## src/rtl/rxr_pkg.sv

```systemverilog
`timescale 1ns/1ps
package rxr_pkg;

  typedef enum logic [2:0] {
    ST_WAIT  = 3'd0,
    ST_FETCH = 3'd1,
    ST_RECV  = 3'd2,
    ST_WDATA = 3'd3,
    ST_WSTAT = 3'd4
  } rxr_state_e;

  localparam int unsigned STAT_LEN_W = 11;

  // Builds the descriptor status word from the frame outcome.
  function automatic logic [31:0] rxr_status(
    input logic [STAT_LEN_W-1:0] len,
    input logic [5:0]            err,
    input logic                  trunc,
    input logic [2:0]            cls
  );
    logic [7:0]  lo;
    logic [31:0] w;
    lo[1] = err[0];
    lo[2] = err[1];
    lo[3] = err[2];
    lo[4] = trunc;
    lo[5] = err[3];
    lo[6] = err[4];
    lo[7] = err[5];
    lo[0] = |lo[7:1];
    w          = '0;
    w[26:16]   = len;
    w[15]      = ~lo[0];
    w[13:11]   = cls;
    w[9]       = 1'b1;
    w[8]       = 1'b1;
    w[7:0]     = lo;
    return w;
  endfunction

endpackage

```

## src/rtl/rxr_packer.sv

```systemverilog
`timescale 1ns/1ps
module rxr_packer #(
  parameter int LANES = 4,
  parameter int FW    = $clog2(LANES+1)
) (
  input  logic               clk,
  input  logic               rst_n,
  input  logic               clr,
  input  logic               push,
  input  logic [7:0]         din,
  output logic [8*LANES-1:0] word,
  output logic [LANES-1:0]   be,
  output logic [FW-1:0]      fill
);

  always_ff @(posedge clk or negedge rst_n) begin
    if (!rst_n)    fill <= '0;
    else if (clr)  fill <= '0;
    else if (push) fill <= fill + 1'b1;
  end

  for (genvar l = 0; l < LANES; l++) begin : g_lane
    logic [7:0] byte_q;
    always_ff @(posedge clk or negedge rst_n) begin
      if (!rst_n)                       byte_q <= '0;
      else if (push && fill == FW'(l))  byte_q <= din;
    end
    assign word[8*l +: 8] = byte_q;
    assign be[l]          = FW'(l) < fill;
  end

  AST_PACK_ROOM: assert property (@(posedge clk) disable iff (!rst_n)
    push |-> (fill < FW'(LANES)));

endmodule

```

## src/rtl/rxr_ctrl.sv

```systemverilog
`timescale 1ns/1ps
module rxr_ctrl import rxr_pkg::*; #(
  parameter int AW    = 32,
  parameter int LEN_W = 11,
  parameter int LANES = 4,
  parameter int FW    = $clog2(LANES+1)
) (
  input  logic               clk,
  input  logic               rst_n,
  input  logic [AW-1:0]      cfg_desc_addr,
  input  logic               cfg_desc_load,
  input  logic               poll_demand,
  input  logic               in_valid,
  output logic               in_ready,
  input  logic               in_last,
  input  logic [5:0]         in_err,
  input  logic [2:0]         in_cls,
  output logic               mem_req,
  output logic               mem_we,
  output logic [AW-3:0]      mem_addr,
  output logic [LANES-1:0]   mem_be,
  output logic [8*LANES-1:0] mem_wdata,
  input  logic               mem_gnt,
  input  logic [8*LANES-1:0] mem_rdata,
  input  logic [8*LANES-1:0] pk_word,
  input  logic [LANES-1:0]   pk_be,
  input  logic [FW-1:0]      pk_fill,
  output logic               pk_push,
  output logic               pk_clr,
  output logic               irq_rx_ok,
  output logic               irq_no_buf
);

  localparam int WA = AW - 2;

  rxr_state_e        state;
  logic [AW-1:0]     cur_ptr, branch;
  logic [WA-1:0]     wptr;
  logic [1:0]        widx;
  logic              rd_pend;
  logic [LEN_W-1:0]  buf_size, nst;
  logic              trunc, last_seen, drop_mid, poll_pend;
  logic [5:0]        err_q;
  logic [2:0]        cls_q;
  logic              acc, store, good;

  assign good = ~(|err_q) & ~trunc;

  always_comb begin
    in_ready  = (state == ST_RECV) || (state == ST_WAIT);
    acc       = in_valid && in_ready;
    store     = nst < buf_size;
    pk_push   = (state == ST_RECV) && acc && store;
    pk_clr    = (state == ST_WDATA) && mem_gnt;
    mem_req   = 1'b0;
    mem_we    = 1'b0;
    mem_addr  = cur_ptr[AW-1:2];
    mem_be    = '0;
    mem_wdata = '0;
    case (state)
      ST_FETCH: begin
        mem_req  = !rd_pend;
        mem_addr = cur_ptr[AW-1:2] + WA'(widx);
      end
      ST_WDATA: begin
        mem_req   = 1'b1;
        mem_we    = 1'b1;
        mem_addr  = wptr;
        mem_be    = pk_be;
        mem_wdata = pk_word;
      end
      ST_WSTAT: begin
        mem_req   = 1'b1;
        mem_we    = 1'b1;
        mem_be    = '1;
        mem_wdata = rxr_status(STAT_LEN_W'(nst), err_q, trunc, cls_q);
      end
      default: ;
    endcase
  end

  always_ff @(posedge clk or negedge rst_n) begin
    if (!rst_n) begin
      state      <= ST_WAIT;
      cur_ptr    <= '0;
      branch     <= '0;
      wptr       <= '0;
      widx       <= '0;
      rd_pend    <= 1'b0;
      buf_size   <= '0;
      nst        <= '0;
      trunc      <= 1'b0;
      last_seen  <= 1'b0;
      drop_mid   <= 1'b0;
      poll_pend  <= 1'b0;
      err_q      <= '0;
      cls_q      <= '0;
      irq_rx_ok  <= 1'b0;
      irq_no_buf <= 1'b0;
    end else begin
      irq_rx_ok  <= 1'b0;
      irq_no_buf <= 1'b0;
      case (state)
        ST_WAIT: begin
          if (cfg_desc_load) cur_ptr <= cfg_desc_addr;
          if (acc) drop_mid <= !in_last;
          if ((poll_pend || poll_demand) && !drop_mid && !in_valid) begin
            state     <= ST_FETCH;
            widx      <= '0;
            rd_pend   <= 1'b0;
            poll_pend <= 1'b0;
          end else if (poll_demand) begin
            poll_pend <= 1'b1;
          end
        end
        ST_FETCH: begin
          if (rd_pend) begin
            rd_pend <= 1'b0;
            case (widx)
              2'd0: begin
                if (!mem_rdata[31]) begin
                  irq_no_buf <= 1'b1;
                  drop_mid   <= 1'b0;
                  state      <= ST_WAIT;
                end else begin
                  widx <= 2'd1;
                end
              end
              2'd1: begin
                buf_size <= mem_rdata[LEN_W-1:0];
                widx     <= 2'd2;
              end
              2'd2: begin
                wptr <= mem_rdata[AW-1:2];
                widx <= 2'd3;
              end
              default: begin
                branch    <= mem_rdata[AW-1:0];
                nst       <= '0;
                trunc     <= 1'b0;
                last_seen <= 1'b0;
                state     <= ST_RECV;
              end
            endcase
          end else if (mem_gnt) begin
            rd_pend <= 1'b1;
          end
        end
        ST_RECV: begin
          if (acc) begin
            if (store) nst <= nst + 1'b1;
            else       trunc <= 1'b1;
            if (in_last) begin
              err_q     <= in_err;
              cls_q     <= in_cls;
              last_seen <= 1'b1;
              state     <= (store || pk_fill != '0) ? ST_WDATA : ST_WSTAT;
            end else if (store && pk_fill == FW'(LANES-1)) begin
              state <= ST_WDATA;
            end
          end
        end
        ST_WDATA: begin
          if (mem_gnt) begin
            wptr  <= wptr + 1'b1;
            state <= last_seen ? ST_WSTAT : ST_RECV;
          end
        end
        ST_WSTAT: begin
          if (mem_gnt) begin
            irq_rx_ok <= good;
            cur_ptr   <= branch;
            widx      <= '0;
            rd_pend   <= 1'b0;
            state     <= ST_FETCH;
          end
        end
        default: state <= ST_WAIT;
      endcase
    end
  end

  AST_REQ_HOLD: assert property (@(posedge clk) disable iff (!rst_n)
    (mem_req && !mem_gnt) |=> (mem_req && $stable(mem_addr) && $stable(mem_we)));

  AST_NO_OVERRUN: assert property (@(posedge clk) disable iff (!rst_n)
    (state == ST_RECV || state == ST_WDATA || state == ST_WSTAT) |-> (nst <= buf_size));

  AST_IRQ_EXCL: assert property (@(posedge clk) disable iff (!rst_n)
    !(irq_rx_ok && irq_no_buf));

  AST_READY_PORT_IDLE: assert property (@(posedge clk) disable iff (!rst_n)
    in_ready |-> !mem_req);

  AST_NOBUF_PULSE: assert property (@(posedge clk) disable iff (!rst_n)
    irq_no_buf |=> !irq_no_buf);

endmodule

```

## src/rtl/rx_ring_writer.sv

```systemverilog
`timescale 1ns/1ps
module rx_ring_writer #(
  parameter int AW    = 32,
  parameter int LEN_W = 11
) (
  input  logic          clk,
  input  logic          rst_n,
  input  logic [AW-1:0] cfg_desc_addr,
  input  logic          cfg_desc_load,
  input  logic          poll_demand,
  input  logic          in_valid,
  output logic          in_ready,
  input  logic [7:0]    in_data,
  input  logic          in_last,
  input  logic [5:0]    in_err,
  input  logic [2:0]    in_cls,
  output logic          mem_req,
  output logic          mem_we,
  output logic [AW-3:0] mem_addr,
  output logic [3:0]    mem_be,
  output logic [31:0]   mem_wdata,
  input  logic          mem_gnt,
  input  logic [31:0]   mem_rdata,
  output logic          irq_rx_ok,
  output logic          irq_no_buf
);

  localparam int LANES = 4;
  localparam int FW    = $clog2(LANES+1);

  logic [8*LANES-1:0] pk_word;
  logic [LANES-1:0]   pk_be;
  logic [FW-1:0]      pk_fill;
  logic               pk_push, pk_clr;

  rxr_packer #(.LANES(LANES), .FW(FW)) u_pack (
    .clk  (clk),
    .rst_n(rst_n),
    .clr  (pk_clr),
    .push (pk_push),
    .din  (in_data),
    .word (pk_word),
    .be   (pk_be),
    .fill (pk_fill)
  );

  rxr_ctrl #(.AW(AW), .LEN_W(LEN_W), .LANES(LANES), .FW(FW)) u_ctrl (
    .clk          (clk),
    .rst_n        (rst_n),
    .cfg_desc_addr(cfg_desc_addr),
    .cfg_desc_load(cfg_desc_load),
    .poll_demand  (poll_demand),
    .in_valid     (in_valid),
    .in_ready     (in_ready),
    .in_last      (in_last),
    .in_err       (in_err),
    .in_cls       (in_cls),
    .mem_req      (mem_req),
    .mem_we       (mem_we),
    .mem_addr     (mem_addr),
    .mem_be       (mem_be),
    .mem_wdata    (mem_wdata),
    .mem_gnt      (mem_gnt),
    .mem_rdata    (mem_rdata),
    .pk_word      (pk_word),
    .pk_be        (pk_be),
    .pk_fill      (pk_fill),
    .pk_push      (pk_push),
    .pk_clr       (pk_clr),
    .irq_rx_ok    (irq_rx_ok),
    .irq_no_buf   (irq_no_buf)
  );

endmodule

```

## config.mk

```make
export PLATFORM = sky130hd
export DESIGN_NAME = rx_ring_writer
export DESIGN_NICKNAME = d
export VERILOG_FILES = /design/src/rtl/rxr_pkg.sv /design/src/rtl/rxr_packer.sv /design/src/rtl/rxr_ctrl.sv /design/src/rtl/rx_ring_writer.sv
export SDC_FILE = /design/constraint.sdc
export NUM_CORES = 1
export LEC_CHECK = 0
export BUFFER_PORTS_ARGS = -buffer_cell sky130_fd_sc_hd__buf_2
export CELL_PAD_IN_SITES_DETAIL_PLACEMENT = 2
export CELL_PAD_IN_SITES_GLOBAL_PLACEMENT = 2
export CORE_MARGIN = 3
export CORE_UTILIZATION = 35
export DETAILED_ROUTE_END_ITERATION = 8
export HOLD_SLACK_MARGIN = 0.06
export PLACE_DENSITY_LB_ADDON = 0.25
export SLEW_MARGIN = 20
export SYNTH_ARGS = -nofsm -noshare
export SYNTH_HDL_FRONTEND = slang
export SYNTH_HIERARCHICAL = 1
export SYNTH_SLANG_ARGS = --single-unit
```

## constraint.sdc

```tcl
create_clock -name clk -period 3 [get_ports clk]
set_input_delay 0.45 -clock clk [delete_from_list [all_inputs] [get_ports clk]]
set_output_delay 0.45 -clock clk [all_outputs]
set_load 0.02 [all_outputs]
```

==> results of run 1 <==
## registers in the layout (all words and copies together), names as in the netlist, 6 cells and up
register,count
u_ctrl/cur_ptr,30
u_ctrl/buf_size,11
u_ctrl/branch,30
u_ctrl/nst,11
u_ctrl/err_q,6
u_ctrl/wptr,30
u_pack/g_lane.byte_q,32
## through the flow
step           total power, mW  cells  worst slack, ns
2_1_floorplan             8.04   1066            0.311
3_3_place_gp              10.1   1534            0.242
3_5_place_dp              10.5   1534            0.177
4_1_cts                   13.0   1571          -0.0125
5_1_grt                   14.2   1581           -0.278
6_report                  13.2   1581           -0.129
## power groups by stage
stage | sequential (mW) | clock [mW] | combinational, mW
floorplan | 3.91 | 0 | 4.12
global placement | 4.24 | 0 | 5.90
detailed placement | 4.34 | 0 | 6.16
CTS | 4.31 | 2.27 | 6.40
global route | 4.53 | 2.37 | 7.29
finish | 4.37 | 2.22 | 6.65
## layer usage
layer  vias up  GRT usage (%)  share of wire, %
met4         0           4.27              0.92
met2       172           41.4                50
met5         -              0                 0
met3        26           3.43               3.2
met1      4764           33.8                46
li1       4167              -                 -
## worst max-delay path, delay by kind of cell, from the launching register on
family,cells,cell delay [ns]
multiplexers,1,0.15
buffers and inverters,3,0.54
AO/OA/AOI/OAI,2,0.29
adder cells (fa/ha/maj),1,0.28
flip-flops,1,0.46
AND/OR/NAND/NOR,3,0.53
## worst min path at each step
stage	from	endpoint	slack [ns]	cells after the start
6_report	mem_rdata[12]	u_ctrl/branch[12]$_DFFE_PN0P_	0.22	3
5_1_grt	mem_rdata[19]	u_ctrl/branch[19]$_DFFE_PN0P_	0.21	3
4_1_cts	mem_rdata[12]	u_ctrl/branch[12]$_DFFE_PN0P_	0.21	3
3_5_place_dp	u_ctrl/branch[6]$_DFFE_PN0P_	u_ctrl/branch[6]$_DFFE_PN0P_	0.46	2
3_3_place_gp	u_ctrl/drop_mid$_DFFE_PN0P_	u_ctrl/drop_mid$_DFFE_PN0P_	0.46	2
2_1_floorplan	rst_n	u_ctrl/branch[10]$_DFFE_PN0P_	0.15	0
## layout make-up
cell class,count,area [um2],area share (%)
clock inverter,15,146,1.22
timing repair buffer,216,1440,12.0
clock buffer,17,425,3.55
inverter,26,97.6,0.814
multi-input combinational,798,5250,43.8
tap,341,427,3.56
sequential,168,4210,35.1
## repair_timing
item | in CTS | in global routing
endpoints found under the setup margin | 21 | 24
hold endpoints to repair | 53 | 0
hold buffers | 1 | 0
pin swaps | 10 | 23
resized for setup | 36 | 47
setup buffers | 4 | 10
## layout by cell type (no fill, tap or decap), types with 6 or more instances in the layout
cell / instances
a31oi_1: 8
buf_2: 136
o21ai_0: 67
a21oi_1: 59
nand2_1: 212
a22oi_1: 11
clkbuf_16: 17
a21oi_2: 11
o31ai_1: 11
a21o_1: 7
inv_1: 23
and3_1: 21
mux2_2: 47
buf_6: 12
and4_1: 6
buf_12: 9
nor3_1: 11
and2_1: 6
o22ai_1: 30
nand4_1: 16
buf_4: 58
mux2_4: 8
mux2i_1: 49
ha_1: 19
nand3_2: 7
nor2_1: 38
a22o_1: 22
dfrtp_1: 166
inv_6: 6
nand3_1: 27
## cell families after synthesis
kind of cell             count (synthesis)  share of synthesized area, %
flip-flops                             168                          43.6
buffers and inverters                  100                          4.22
multiplexers                           104                          11.8
adder cells (fa/ha/maj)                 22                          2.94
AO/OA/AOI/OAI                          277                          18.2
XOR/XNOR                                 2                         0.182
AND/OR/NAND/NOR                        393                          19.0
==> impl_metrics.yaml, run 1 <==
layout:
  nNetsFinal: 1337
  area_delta_synth_final_pct: 24.5
  num-fill-cells: 2975
  antenna_cells: 0
  finalInstanceArea_um2: 12000
  final_layout_size_suffix_gt1_share_pct: 29.6
  final_core_util_pct: 44.4
worst_setup_path:
  timing.rr.end: "u_pack/g_lane[0].byte_q[2]$_DFFE_PN0P_"
  reg2reg_depth: 9
  slowest_stage: "dfrtp_2"
  reg2reg_from: "u_ctrl/nst[9]$_DFFE_PN0P_"
  worstPathMaxFanout: 6
  ff2ff_setup_slack_ns: 0.21
  crit_required_ns: 2.55
  arrival_ns: 2.68
  crit_top_cell: "buf_4"
  cp_cell_sequence: "ha_4 -> a21o_1 -> nand4_1 -> buf_6 -> nor3_4 -> buf_4 -> nand3_2 -> mux2i_1 -> o21ai_1 -> buf_4"
  critPathKind: "reg2out"
  slowest_delay_ns: 0.46
  worstSetupEndpoint: "mem_addr[19]"
  cp-start-kind: "register"
  startpoint: "u_ctrl/widx[1]$_DFFE_PN0P_"
  end_kind: "output pin"
detailed_routing:
  drt-pass1-iter-count: 5
  routedWlPerCell_um: 23.0
  detail-route-antenna-nets: 0
  viasPerCell: 5.77
  route.detailed.drc: 0
  vias: 9129
  drt_wl_total_mm: 36.4
  initialDrtViolationCount: 486
power_and_ir_drop:
  power.leakage_nw: 5.67
  pwr-share-seq_pct: 33.0
  ir_worst_vdd_v: 0.000508
  power_density_nw_per_um2: 1100
  combPwrFrac_pct: 50.2
  power_switching_share_pct: 47.0
  power_frac_clock_pct: 16.8
  p_int_mw: 7.01
  total_switching_power_mw: 6.22
cts:
  cts_sinks: 168
  clk_latency_ns: 0.45
  cts_buffers: 17
  cts_tree: "built"
  htree_levels: 4
  clockBufferDepth: 2
  cts.clk_slew.worst_paths_ns: 0.08
  root_buffer: "clkbuf_16"
global_routing:
  grt.total_usage_pct: 24.4
  grt_pass1_vias: 9727
  grt_max_degree: 66
  grt_overflow: 0
  grt_pass1_wl_mm: 56.1
  antenna_found_initial: 0
sta:
  setup_ws_ns: -0.129
  hold_viol: 0
  setup_tns_ns: -0.389
  skew_ns: 0.0178
  slew-limit-headroom_pct: 55.2
  setup_viol: 6
  rsz0062_at_grt: "true"
  finalCriticalPeriod_ns: 3.13
  fmax_ghz: 0.320
  tightest_slew_ns: 0.673
  holdWs_ns: 0.218
  final_max_slew_viol_count: 0
  period_share_pct: 104
yosys:
  synth_ff_type: "dfrtp_1"
  ys_types: 67
  ys_top_cells_by_area: "dfrtp_1 (44%), nand2_1 (8.4%), mux2_2 (5.5%), mux2i_1 (5.1%), o21ai_0 (3.8%)"
  syn_inst: 1066
  async_reset_ff_share_pct: 100
  synth_nets: 1176
  ys_warn_count: 6
  ys_top_cells_by_count: "nand2_1 (215), dfrtp_1 (168), o21ai_0 (74)"
  synth_edf_count: 0
  ys_seq_elements: 168
  yosysSeqAreaShare_pct: 43.6
  synth_top_area_share_pct: 43.6
  syn_area_um2: 9630
  syn_avg_cell_area_um2: 9.04
  yosysMostFrequentCell: "nand2_1"
  yosysTopAreaCell: "dfrtp_1"
placement:
  postPlaceCellArea_um2: 11000
  gp_congestion: 0.802
  numPortBuffers: 156
  dp_hpwl_mm: 25.1
floorplan:
  core-area_um2: 27000
  die_area_um2: 29500
  io_pins: 159
  start_util_pct: 35.6
  rows: 60
  fp.dieH_um: 172
  die_w_um: 172
run_status:
  status: "finished with violations"
  violations: "negative setup slack"
job:
  max-cap-violations: 0
hold_path:
  hp-class: "in2reg"
Power figures use the tool's default switching activity.
==> inputs of run 2 (changes only) <==
Settings changed: TNS_END_PERCENT set to 10.
==> impl_metrics.yaml, run 2 (synthesis gave the netlist of run 1 again) <==
run_status:
  status: "finished with violations"
  violations: "negative setup slack"
detailed_routing:
  initialDrtViolationCount: 487
  drt-pass1-iter-count: 4
  drt_wl_total_mm: 35.8
  routedWlPerCell_um: 22.7
  route.detailed.drc: 0
  detail-route-antenna-nets: 0
  viasPerCell: 5.76
  vias: 9094
layout:
  multi_input_area_um2: 5150
  num-fill-cells: 2994
  top_register: "u_pack/g_lane.byte_q"
  nNetsFinal: 1334
  fin_cells: 1578
  final_core_util_pct: 43.8
  final_layout_size_suffix_gt1_share_pct: 27.8
  layout_commonest_cell: "nand2_1"
  antenna_cells: 0
  area_delta_synth_final_pct: 22.8
  register_area_um2: 4210
  mostFrequentLayoutCells: "nand2_1 (214), dfrtp_1 (167), buf_2 (141)"
  finalInstanceArea_um2: 11800
  largest_reg_flops: 32
global_routing:
  grt_max_degree: 66
  antenna_found_initial: 0
  grt_overflow: 0
  grt.total_usage_pct: 24.4
  grt_pass1_wl_mm: 56.1
  grt_pass1_vias: 9724
cts:
  cts_tree: "built"
  cts.clk_slew.worst_paths_ns: 0.08
  root_buffer: "clkbuf_16"
  clk_latency_ns: 0.45
  cts_buffers: 17
  cts_sinks: 168
  clockBufferDepth: 2
  htree_levels: 4
worst_setup_path:
  critPathKind: "reg2out"
  reg2reg_from: "u_ctrl/nst[9]$_DFFE_PN0P_"
  worstPathMaxFanout: 6
  startpoint: "u_ctrl/widx[1]$_DFFE_PN0P_"
  timing.rr.end: "u_pack/g_lane[0].byte_q[2]$_DFFE_PN0P_"
  crit_required_ns: 2.55
  ff2ff_setup_slack_ns: 0.21
  cp-start-kind: "register"
  end_kind: "output pin"
  arrival_ns: 2.64
  reg2reg_depth: 9
  worstSetupEndpoint: "mem_addr[19]"
placement:
  dp_hpwl_mm: 25.1
  gp_congestion: 0.802
  postPlaceCellArea_um2: 11000
  numPortBuffers: 156
  numPlacedInstances: 1534
job:
  max-cap-violations: 0
power_and_ir_drop:
  power.leakage_nw: 5.62
  power_density_nw_per_um2: 1100
  ir_worst_vdd_v: 0.000421
floorplan:
  die_area_um2: 29500
  start_util_pct: 35.6
  fp.dieH_um: 172
  die_w_um: 172
  rows: 60
  core-area_um2: 27000
  io_pins: 159
sta:
  setup_tns_ns: -0.201
  fmax_ghz: 0.324
  holdWs_ns: 0.218
  final_max_slew_viol_count: 0
  finalCriticalPeriod_ns: 3.09
  hold_viol: 0
  skew_ns: 0.0165
  slew-limit-headroom_pct: 54.2
  period_share_pct: 103
  tightest_slew_ns: 0.686
  setup_ws_ns: -0.0867
  setup_viol: 5
  rsz0062_at_grt: "true"
hold_path:
  hp-class: "in2reg"
[run 2: cell types whose count changed in the layout (fill, tap and decap cells not counted), sizes merged]
cell and delta:
buf -3
[run 2: timing repair]
item / 4_1_cts / 5_1_grt
endpoints found under the hold margin: 53 / 0
buffers inserted: 4 / 7
hold buffers: 1 / 0
gates resized for setup: 34 / 13
setup endpoints to repair: 21 / 26
gates cloned: 0 / 0
pin swaps: 11 / 9
[run 2: layout make-up]
type,count,share of cell area (%)
Multi-Input combinational cell,798,43.6
Sequential cell,168,35.6
Timing Repair Buffer,213,11.6
Tap cell,341,3.61
Clock buffer,17,3.60
Clock inverter,15,1.24
Inverter,26,0.825
[run 2: how the worst min path moves through the flow]
stage,end,cells after the start,from
6_report,u_ctrl/branch[12]$_DFFE_PN0P_,3,mem_rdata[12]
5_1_grt,u_ctrl/branch[19]$_DFFE_PN0P_,3,mem_rdata[19]
4_1_cts,u_ctrl/branch[12]$_DFFE_PN0P_,3,mem_rdata[12]
3_5_place_dp,u_ctrl/branch[6]$_DFFE_PN0P_,2,u_ctrl/branch[6]$_DFFE_PN0P_
3_3_place_gp,u_ctrl/drop_mid$_DFFE_PN0P_,2,u_ctrl/drop_mid$_DFFE_PN0P_
2_1_floorplan,u_ctrl/branch[10]$_DFFE_PN0P_,0,rst_n
[run 2: worst max-delay path, cell delays in order (launching register included)]
cell	delay (ns)
dfrtp_2	0.46
ha_4	0.28
a21o_1	0.12
nand4_1	0.13
buf_6	0.18
nor3_4	0.31
buf_4	0.17
nand3_1	0.08
mux2i_1	0.13
o21ai_1	0.16
buf_4	0.17
[run 2: layer usage]
metal,GRT usage (%),vias up,wire length (um)
li1,-,4158,-
met4,4.27,0,318
met3,3.43,25,1200
met5,0,-,0
met1,33.7,4743,16600
met2,41.4,168,17800
[run 2: stage by stage]
| stage | worst slack, ns | total power [mW] |
|---|---|---|
| finish | -0.0867 | 13.0 |
| global route | -0.259 | 14.0 |
| CTS | -0.0151 | 13.0 |
| detailed placement | 0.177 | 10.5 |
| global placement | 0.242 | 10.1 |
| floorplan | 0.311 | 8.04 |
[run 2: where the power goes]
group	switching [mW]	leakage, nW	internal, mW
logic	3.94	3.27	2.53
clock network	1.11	0.282	1.11
registers	1.06	2.07	3.28
total	6.11	5.62	6.92
==> inputs of run 3 (changes only) <==
==> constraint.sdc (replaced) <==
create_clock -name clk -period 3 [get_ports clk]
set_input_delay 0.75 -clock clk [delete_from_list [all_inputs] [get_ports clk]]
set_output_delay 0.75 -clock clk [all_outputs]
set_load 0.02 [all_outputs]
==> impl_metrics.yaml, run 3 (synthesis gave the netlist of run 1 again) <==
detailed_routing:
  detail-route-antenna-nets: 0
  vias: 9095
  viasPerCell: 5.70
  routedWlPerCell_um: 22.7
  route.detailed.drc: 0
  drt_wl_total_mm: 36.3
  drt-pass1-iter-count: 5
  initialDrtViolationCount: 538
cts:
  htree_levels: 4
  cts_buffers: 17
  root_buffer: "clkbuf_16"
  postCtsHoldBufs: 0
  clk_latency_ns: 0.43
  clockBufferDepth: 2
  cts_sinks: 168
  cts_tree: "built"
  cts.clk_slew.worst_paths_ns: 0.08
worst_setup_path:
  ff2ff_setup_slack_ns: 0.13
  arrival_ns: 2.59
  critPathKind: "reg2out"
  cp-start-kind: "register"
  end_kind: "output pin"
  cp_cell_sequence: "ha_1 -> a21o_1 -> nand4_1 -> buf_4 -> nor4_4 -> buf_4 -> nand3_1 -> mux2i_1 -> a21oi_1 -> buf_4"
  crit_top_cell: "buf_4"
  path_buf_inv: 3
  worstPathMaxFanout: 3
  crit_required_ns: 2.25
  path_delay_family: "buffers and inverters"
  slowest_stage: "dfrtp_1"
  slowest_delay_ns: 0.39
layout:
  area_delta_synth_final_pct: 24.6
  final_layout_size_suffix_gt1_share_pct: 29.2
  layout_commonest_cell: "nand2_1"
  mostFrequentLayoutCells: "nand2_1 (214), dfrtp_1 (168), buf_2 (132)"
  nNetsFinal: 1353
  finalInstanceArea_um2: 12000
  largest_reg_flops: 32
  antenna_cells: 0
  fin_cells: 1597
  top_register: "u_pack/g_lane.byte_q"
floorplan:
  die_w_um: 172
  io_pins: 159
  core-area_um2: 27000
  fp.dieH_um: 172
  die_area_um2: 29500
  rows: 60
  start_util_pct: 35.6
power_and_ir_drop:
  power_switching_share_pct: 45.4
  ir_worst_vdd_v: 0.000457
  p_int_mw: 7.32
  pwr-share-seq_pct: 31.7
  p_total_mw: 13.4
  power_density_nw_per_um2: 1120
  power.leakage_nw: 5.71
  combPwrFrac_pct: 50.2
  power_frac_clock_pct: 18.1
  total_switching_power_mw: 6.10
sta:
  fmax_ghz: 0.300
  holdWs_ns: 0.286
  slew-limit-headroom_pct: 60.1
  setup_tns_ns: -4.54
  rsz0062_at_grt: "true"
  tightest_slew_ns: 0.598
  skew_ns: 0.0123
  finalCriticalPeriod_ns: 3.34
  setup_viol: 23
  period_share_pct: 111
  final_max_slew_viol_count: 0
  hold_viol: 0
  setup_ws_ns: -0.336
job:
  max-cap-violations: 0
placement:
  numPortBuffers: 156
  postPlaceCellArea_um2: 11100
  dp_hpwl_mm: 25.4
  gp_congestion: 0.800
  numPlacedInstances: 1557
run_status:
  violations: "negative setup slack"
  status: "finished with violations"
global_routing:
  grt_max_degree: 54
  grt.total_usage_pct: 24.5
  grt_pass1_wl_mm: 56.7
  grt_overflow: 0
  grt_pass1_vias: 9776
  antenna_found_initial: 0
hold_path:
  hp-class: "in2async"
[run 3: final timing paths]
path,start,end,cells after the start
worst max-delay path,u_ctrl/widx[1]$_DFFE_PN0P_,mem_addr[25],10
max in group asynchronous,rst_n,u_pack/g_lane[2].byte_q[4]$_DFFE_PN0P_,2
min in group clk,u_ctrl/branch[19]$_DFFE_PN0P_,u_ctrl/branch[19]$_DFFE_PN0P_,2
worst min-delay path,rst_n,u_ctrl/cur_ptr[22]$_DFFE_PN0P_,1
worst max register to register,u_ctrl/nst[8]$_DFFE_PN0P_,u_pack/g_lane[0].byte_q[7]$_DFFE_PN0P_,9
worst min register to register,u_ctrl/branch[19]$_DFFE_PN0P_,u_ctrl/branch[19]$_DFFE_PN0P_,2
[run 3: final cells by class]
class,instances,area (um2)
tap,341,427
clock inverter,13,181
multi-input combinational,798,5150
fill,2945,15000
clock buffer,19,453
inverter,26,97.6
sequential,168,4200
timing repair buffer,232,1490
[run 3: timing repair]
action                                  in CTS  in global routing
endpoints found under the setup margin      28                 28
pin swaps                                   16                  4
gates resized for setup                     49                 15
setup buffers                                4                  4
[run 3: layer usage]
metal / track usage [%] / up-vias / routed length [um]
li1: - / 4190 / -
met1: 34.4 / 4709 / 17000
met2: 41.4 / 164 / 17800
met3: 3.04 / 32 / 1100
met4: 4.55 / 0 / 395
met5: 0 / - / 0
[run 3: through the flow]
step | setup slack [ns] | util (%)
detailed placement | -0.0485 | 41.2
CTS | -0.283 | 44.1
global placement | 0.0519 | 41.2
global route | -0.526 | 44.4
floorplan | 0.0114 | -
finish | -0.336 | 44.4
[run 3: power by group through the flow]
stage | Combinational, mW | Sequential, mW | Clock, mW
after floorplan | 4.12 | 3.91 | 0
after global placement | 6.07 | 4.16 | 0
after detailed placement | 6.31 | 4.25 | 0
after CTS | 6.65 | 4.24 | 2.47
after global routing | 7.39 | 4.41 | 2.59
final | 6.74 | 4.25 | 2.43
